<file path="src/rtl/mdio_pkg.sv">
package mdio_pkg;
    localparam int PRE_BITS   = 32;
    localparam int PHY_W      = 5;
    localparam int REG_W      = 5;
    localparam int DATA_W     = 16;
    localparam int FRAME_BITS = PRE_BITS + 2 + 2 + PHY_W + REG_W + 2 + DATA_W;
    localparam int TA_POS     = FRAME_BITS - DATA_W - 2;
    localparam int DATA_POS   = FRAME_BITS - DATA_W;
    localparam int ADR_W      = PHY_W + REG_W + 1;

    localparam logic [11:0] OFF_ADR  = 12'h7E4;
    localparam logic [11:0] OFF_WDAT = 12'h7E8;
    localparam logic [11:0] OFF_RDAT = 12'h7EC;
    localparam logic [11:0] OFF_CTRL = 12'h7F0;

    localparam int CTRL_GO = 0;
    localparam int CTRL_EN = 3;

    typedef enum logic {
        OP_WRITE = 1'b0,
        OP_READ  = 1'b1
    } mdio_op_e;
endpackage

</file>
<file path="src/rtl/mdio_clkgen.sv">
module mdio_clkgen #(
    parameter int MDC_HALF = 50
) (
    input  logic clk,
    input  logic rst_n,
    input  logic run,
    output logic mdc,
    output logic rise,
    output logic fall
);
    localparam int CW = $clog2(MDC_HALF + 1);

    typedef struct packed {
        logic [CW-1:0] cnt;
        logic          mdc;
    } clk_t;

    clk_t q, d;
    logic wrap;

    always_comb begin
        d    = q;
        wrap = run && (q.cnt == CW'(MDC_HALF - 1));
        if (!run) begin
            d.cnt = '0;
            d.mdc = 1'b0;
        end else if (wrap) begin
            d.cnt = '0;
            d.mdc = ~q.mdc;
        end else begin
            d.cnt = q.cnt + CW'(1);
        end
    end

    always_ff @(posedge clk) begin
        if (!rst_n) q <= '0;
        else        q <= d;
    end

    assign mdc  = q.mdc;
    assign rise = wrap && !q.mdc;
    assign fall = wrap && q.mdc;
endmodule

</file>
<file path="src/rtl/mdio_engine.sv">
module mdio_engine
    import mdio_pkg::*;
(
    input  logic              clk,
    input  logic              rst_n,
    input  logic              start,
    input  mdio_op_e          op,
    input  logic [PHY_W-1:0]  phy,
    input  logic [REG_W-1:0]  regn,
    input  logic [DATA_W-1:0] wdat,
    input  logic              rise,
    input  logic              fall,
    input  logic              mdio_i,
    output logic              busy,
    output logic              rd_done,
    output logic [DATA_W-1:0] cap,
    output logic              mdio_o,
    output logic              mdio_oe
);
    localparam int IDX_W = $clog2(FRAME_BITS);

    typedef struct packed {
        logic                  busy;
        logic                  rd;
        logic [FRAME_BITS-1:0] sh;
        logic [IDX_W-1:0]      idx;
        logic [DATA_W-1:0]     cap;
    } eng_t;

    eng_t q, d;
    logic last;
    logic is_rd;

    assign is_rd = (op == OP_READ);

    always_comb begin
        d    = q;
        last = q.busy && fall && (q.idx == IDX_W'(FRAME_BITS - 1));
        if (start) begin
            d.busy = 1'b1;
            d.rd   = is_rd;
            d.idx  = '0;
            d.cap  = '0;
            d.sh   = {{PRE_BITS{1'b1}}, 2'b01,
                      is_rd ? 2'b10 : 2'b01, phy, regn,
                      is_rd ? 2'b11 : 2'b10,
                      is_rd ? {DATA_W{1'b1}} : wdat};
        end else if (q.busy) begin
            if (rise && q.rd && (q.idx >= IDX_W'(DATA_POS)))
                d.cap = {q.cap[DATA_W-2:0], mdio_i};
            if (fall) begin
                if (last) begin
                    d.busy = 1'b0;
                end else begin
                    d.idx = q.idx + IDX_W'(1);
                    d.sh  = {q.sh[FRAME_BITS-2:0], 1'b1};
                end
            end
        end
    end

    always_ff @(posedge clk) begin
        if (!rst_n) q <= '0;
        else        q <= d;
    end

    assign busy    = q.busy;
    assign rd_done = last && q.rd;
    assign cap     = q.cap;
    assign mdio_o  = q.busy ? q.sh[FRAME_BITS-1] : 1'b1;
    assign mdio_oe = q.busy && (!q.rd || (q.idx < IDX_W'(TA_POS)));
endmodule

</file>
<file path="src/rtl/mdio_regs.sv">
module mdio_regs
    import mdio_pkg::*;
#(
    parameter int AW = 12
) (
    input  logic              clk,
    input  logic              rst_n,
    input  logic              wr,
    input  logic [AW-1:0]     addr,
    input  logic [31:0]       wdata,
    output logic [31:0]       rdata,
    input  logic              busy,
    input  logic              rd_done,
    input  logic [DATA_W-1:0] cap,
    output logic              start,
    output mdio_op_e          op,
    output logic [PHY_W-1:0]  phy,
    output logic [REG_W-1:0]  regn,
    output logic [DATA_W-1:0] wdat
);
    localparam logic [AW-1:0] A_ADR  = AW'(OFF_ADR);
    localparam logic [AW-1:0] A_WDAT = AW'(OFF_WDAT);
    localparam logic [AW-1:0] A_RDAT = AW'(OFF_RDAT);
    localparam logic [AW-1:0] A_CTRL = AW'(OFF_CTRL);

    typedef struct packed {
        logic [ADR_W-1:0]  adr;
        logic [DATA_W-1:0] wd;
        logic [DATA_W-1:0] rd;
        logic              en;
    } reg_t;

    reg_t q, d;

    always_comb begin
        d     = q;
        start = 1'b0;
        if (wr) begin
            if (addr == A_ADR)  d.adr = wdata[ADR_W-1:0];
            if (addr == A_WDAT) d.wd  = wdata[DATA_W-1:0];
            if (addr == A_CTRL) begin
                d.en  = wdata[CTRL_EN];
                start = wdata[CTRL_GO] && wdata[CTRL_EN] && !busy;
            end
        end
        if (rd_done) d.rd = cap;
    end

    always_ff @(posedge clk) begin
        if (!rst_n) q <= '0;
        else        q <= d;
    end

    always_comb begin
        rdata = '0;
        if (addr == A_ADR)  rdata[ADR_W-1:0]  = q.adr;
        if (addr == A_WDAT) rdata[DATA_W-1:0] = q.wd;
        if (addr == A_RDAT) rdata[DATA_W-1:0] = q.rd;
        if (addr == A_CTRL) begin
            rdata[CTRL_EN] = q.en;
            rdata[CTRL_GO] = busy;
        end
    end

    assign op   = mdio_op_e'(q.adr[ADR_W-1]);
    assign phy  = q.adr[REG_W +: PHY_W];
    assign regn = q.adr[REG_W-1:0];
    assign wdat = q.wd;
endmodule

</file>
<file path="src/rtl/mdio_master.sv">
module mdio_master
    import mdio_pkg::*;
#(
    parameter int MDC_HALF = 50,
    parameter int AW       = 12
) (
    input  logic          clk,
    input  logic          rst_n,
    input  logic          reg_wr,
    input  logic [AW-1:0] reg_addr,
    input  logic [31:0]   reg_wdata,
    output logic [31:0]   reg_rdata,
    output logic          mdc,
    output logic          mdio_o,
    output logic          mdio_oe,
    input  logic          mdio_i
);
    logic              start;
    mdio_op_e          op;
    logic [PHY_W-1:0]  phy;
    logic [REG_W-1:0]  regn;
    logic [DATA_W-1:0] wdat;
    logic [DATA_W-1:0] cap;
    logic              eng_busy;
    logic              rd_done;
    logic              rise;
    logic              fall;

    mdio_regs #(.AW(AW)) u_regs (
        .clk(clk), .rst_n(rst_n), .wr(reg_wr), .addr(reg_addr),
        .wdata(reg_wdata), .rdata(reg_rdata), .busy(eng_busy),
        .rd_done(rd_done), .cap(cap), .start(start), .op(op),
        .phy(phy), .regn(regn), .wdat(wdat)
    );

    mdio_clkgen #(.MDC_HALF(MDC_HALF)) u_clk (
        .clk(clk), .rst_n(rst_n), .run(eng_busy),
        .mdc(mdc), .rise(rise), .fall(fall)
    );

    mdio_engine u_eng (
        .clk(clk), .rst_n(rst_n), .start(start), .op(op), .phy(phy),
        .regn(regn), .wdat(wdat), .rise(rise), .fall(fall),
        .mdio_i(mdio_i), .busy(eng_busy), .rd_done(rd_done), .cap(cap),
        .mdio_o(mdio_o), .mdio_oe(mdio_oe)
    );
endmodule

</file>
<file path="config.mk">
export PLATFORM = sky130hd
export DESIGN_NAME = mdio_master
export DESIGN_NICKNAME = d
export VERILOG_FILES = /design/src/rtl/mdio_pkg.sv /design/src/rtl/mdio_clkgen.sv /design/src/rtl/mdio_engine.sv /design/src/rtl/mdio_regs.sv /design/src/rtl/mdio_master.sv
export SDC_FILE = /design/constraint.sdc
export NUM_CORES = 1
export LEC_CHECK = 0
export BUFFER_PORTS_ARGS = -buffer_cell sky130_fd_sc_hd__buf_2
export CORE_UTILIZATION = 45
export DETAILED_ROUTE_END_ITERATION = 12
export PLACE_DENSITY_LB_ADDON = 0.1
export SLEW_MARGIN = 20
export SYNTH_ARGS = -nofsm -noshare
export SYNTH_HDL_FRONTEND = slang
export SYNTH_SLANG_ARGS = --single-unit
</file>
<file path="constraint.sdc">
create_clock -name clk -period 3.7 [get_ports clk]
set_input_delay 0.37 -clock clk [delete_from_list [all_inputs] [get_ports clk]]
set_output_delay 0.37 -clock clk [all_outputs]
set_load 0.05 [all_outputs]
</file>
==> flow_summary.ini <==
[logic_synthesis]
synth.top_cell.area_share = 0.4600
async_reset_ff_frac = 0
yosysTopAreaCell = dfxtp_1
synth_edf_count = 0
yosysUniqueCellTypes = 51
synth_area_leaders = dfxtp_1 46%, nand2_1 10%, o211a_1 5.8%
synthMuxAreaShare = 0.05998
synth_top_family_by_area = simple AND/OR/NAND/NOR gates
synth-seq-cells = 139
yosysWarnings = 0
synthSimpleGateAreaFrac = 0.2097
synth_fa_ha_area_frac = 0.006205
synthCells = 691
syn_area_mm2 = 0.006050
synth_compound_area_frac = 0.1861
ys.flop_type = dfxtp_1
syn_avg_cell_area_um2 = 8.755
synthXorXnorAreaFrac = 0.008687
yosysSeqAreaShare = 0.4600

[placement]
portBuffers = 50
placedInstanceArea_mm2 = 0.006275
globalplace.congestion = 0.7651
dp_slack_ns = 0.9522
dpl.hpwl_um = 8777

[sta]
tightest_slew_ns = 1.085
finalMaxSlewViolations = 0
rsz0062_at_grt = no
timing_hold_violations_final = 0
max_freq_mhz = 364.4
period_share = 0.7418
setup_violations = 0
fin_skew_ns = 0.005511
max-slew-margin-rel = 0.2769
finalCriticalPeriod_ns = 2.745
setup_ws_ns = 0.9554
setup_tns_ns = 0

[pwr]
intPower_mw = 2.679
power.density_mw_per_mm2 = 491.5
power_switching_mw = 0.7144
power.share.switching = 0.2105
pwr-share-clk = 0.527
p_comb_frac = 0.031
leakagePower_nw = 2.979
seqPwrFrac = 0.441
vdd_drop_max_mv = 0.2653

[cells_and_area]
fin_area_mm2 = 0.006903
area_delta_synth_final_pct = 14.11
drive_gt1_frac = 0.1403
final_cell_mix = 166 x nand2_1, 139 x dfxtp_1, 58 x nand3_1
n_antenna_cell = 0
fillers = 1220
final_common_cell = nand2_1
layout.nets = 765

[die]
rows = 41
ios = 83
dieHeight_um = 117.9
start_util = 0.4698
core-area_mm2 = 0.01288
die-width_um = 117.9
die-area_mm2 = 0.01391

[route]
vias = 4913
vias_per_cell = 5.465
wl_per_cell_um = 14.86
firstDrtPassIters = 6
ant_nets = 0
drt_first_iter_violations = 293
drc = 0
drt_wl_total_um = 13360

[setup_path]
r2r-end = u_eng.cap[7]$_SDFFE_PP0P_
worstRegToRegCells = 4
worstReg2RegStart = u_eng.busy$_SDFF_PN0_
critPathArrivalTime_ns = 2.37
end_kind = output port
crit_start = reg_addr[11]
path_buf_inv = 3
critPathSlowestCell = or4b_1
criticalPathCategory = input port to output port
cp_top_family = simple AND/OR/NAND/NOR gates
crit_fanout = 11
worstSetupPathDepth = 7
rrSetupSlack_ns = 1.48
crit_top_cell = buf_2
required_ns = 3.33
endpoint = reg_rdata[4]
cp-start-kind = input port
worstPathCellList = buf_2, or4b_1, nor4_1, buf_4, nand2_1, a2bb2oi_1, buf_2
max_stage_delay_ns = 0.67

[global_routing]
grt_max_degree = 80
grt_pass1_wl_um = 22250
grt_pass1_vias = 4553
grt-ovfl-total = 0
antenna_found_initial = 0
grt_usage = 0.1994

[clock_tree]
cts_resized = 0
cts_buffers = 17
cts_sinks = 139
ctsHoldBuffers = 0
cts_tree = yes
cts-root-buf = clkbuf_16
path_clk_slew_ns = 0.06
clock_latency_ns = 0.42
cts-root-to-sink-buffers = 2
htreeDepth = 4
post-cts-setup-buffers = 0

[min_path]
min_path_type = input port to flop
worstHoldPathCells = 3

[run]
maxCapViolCount = 0

[status]
status = finished clean
-- how the worst min path moves through the flow --
stage                                    to  slack [ns]                     start
2_1_floorplan      u_regs.q[1]$_SDFFE_PN0P_        0.43  u_regs.q[1]$_SDFFE_PN0P_
3_3_place_gp       u_regs.q[6]$_SDFFE_PN0P_        0.44  u_regs.q[6]$_SDFFE_PN0P_
3_5_place_dp       u_eng.q[53]$_SDFFE_PP0P_        0.45  u_eng.q[53]$_SDFFE_PP0P_
4_1_cts        u_regs.wdat[13]$_SDFFE_PN0P_        0.17             reg_wdata[13]
5_1_grt        u_regs.wdat[15]$_SDFFE_PN0P_        0.19             reg_wdata[15]
6_report       u_regs.wdat[12]$_SDFFE_PN0P_        0.18             reg_wdata[12]
-- layer usage --
layer  global-route usage  share of wire  wire, um
met4              0.07212          0.015       202
met2               0.3324           0.48      6380
met3              0.04797          0.037       495
met1               0.2491           0.47      6278
met5                    0              0         0
-- state kept, by name, summed over array words and instances, names as in the netlist, 5 cells and up --
signal	flops
u_regs.wdat	16
u_regs.q	17
u_eng.cap	16
u_regs.phy	5
u_clk.q	6
u_eng.q	71
u_regs.regn	5
-- cells by family (layout without fill, tap and decap cells) --
kind of cell	after synthesis	in the layout
muxes	36	36
and+or+nand+nor	281	281
other	1	16
AOI/OAI and AO/OA	147	147
adders and majority gates	3	3
DFF	139	139
buffers and inverters	78	99
xor gates and xnor gates	6	6
-- stage by stage --
stage	power [mW]	cells	utilization	hold slack [ns]
final	3.393	899	0.5361	0.1847
after global routing	3.493	899	0.5361	0.1873
after CTS	3.423	899	0.5361	0.1701
after detailed placement	1.636	867	0.4873	0.4466
after global placement	1.635	867	0.4873	0.4430
after floorplan	1.620	706	-	0.4313
-- power groups by stage --
stage          registers [mW]  clock network (mW)  logic [mW]
6_report                 1.50                1.79       0.107
5_1_grt                  1.50                1.88       0.115
4_1_cts                  1.50                1.82       0.107
3_5_place_dp             1.53                   0       0.107
3_3_place_gp             1.53                   0       0.105
2_1_floorplan            1.53                   0      0.0905
-- cell usage after synthesis (all sizes together) (2+ instances only) --
| library cell | n |
|---|---|
| nand2 | 166 |
| dfxtp | 139 |
| nand3 | 58 |
| buf | 40 |
| o21ai | 40 |
| clkbuf | 35 |
| o211a | 35 |
| mux2i | 34 |
| o211ai | 27 |
| nor2 | 25 |
| o221ai | 17 |
| a2bb2oi | 9 |
| a22o | 5 |
| a21oi | 4 |
| nand2b | 4 |
| xnor2 | 4 |
| ha | 3 |
| inv | 3 |
| nor3 | 3 |
| nor4 | 3 |
| or3 | 3 |
| a22oi | 2 |
| a31oi | 2 |
| and3 | 2 |
| mux2 | 2 |
| nand3b | 2 |
| nand4bb | 2 |
| nor2b | 2 |
| o21a | 2 |
| or4 | 2 |
| or4b | 2 |
| xor2 | 2 |
-- worst register-to-register path, stage by stage (launching register included) --
cell,delay (ns)
dfxtp_1,0.50
nand4bb_1,0.20
or4_1,1.00
mux2i_1,0.34
nor2_1,0.06
-- cell type report --
class | instances | area, um^2 | share of cell area
tap | 172 | 215.2 | 0.03118
sequential | 139 | 2783 | 0.4031
clock inverter | 11 | 167.7 | 0.02429
multi-input combinational | 489 | 2908 | 0.4212
timing repair buffer | 64 | 357.8 | 0.05184
inverter | 3 | 11.26 | 0.001631
clock buffer | 21 | 460.4 | 0.06670
Note: power is estimated with default switching activity, not from simulation.
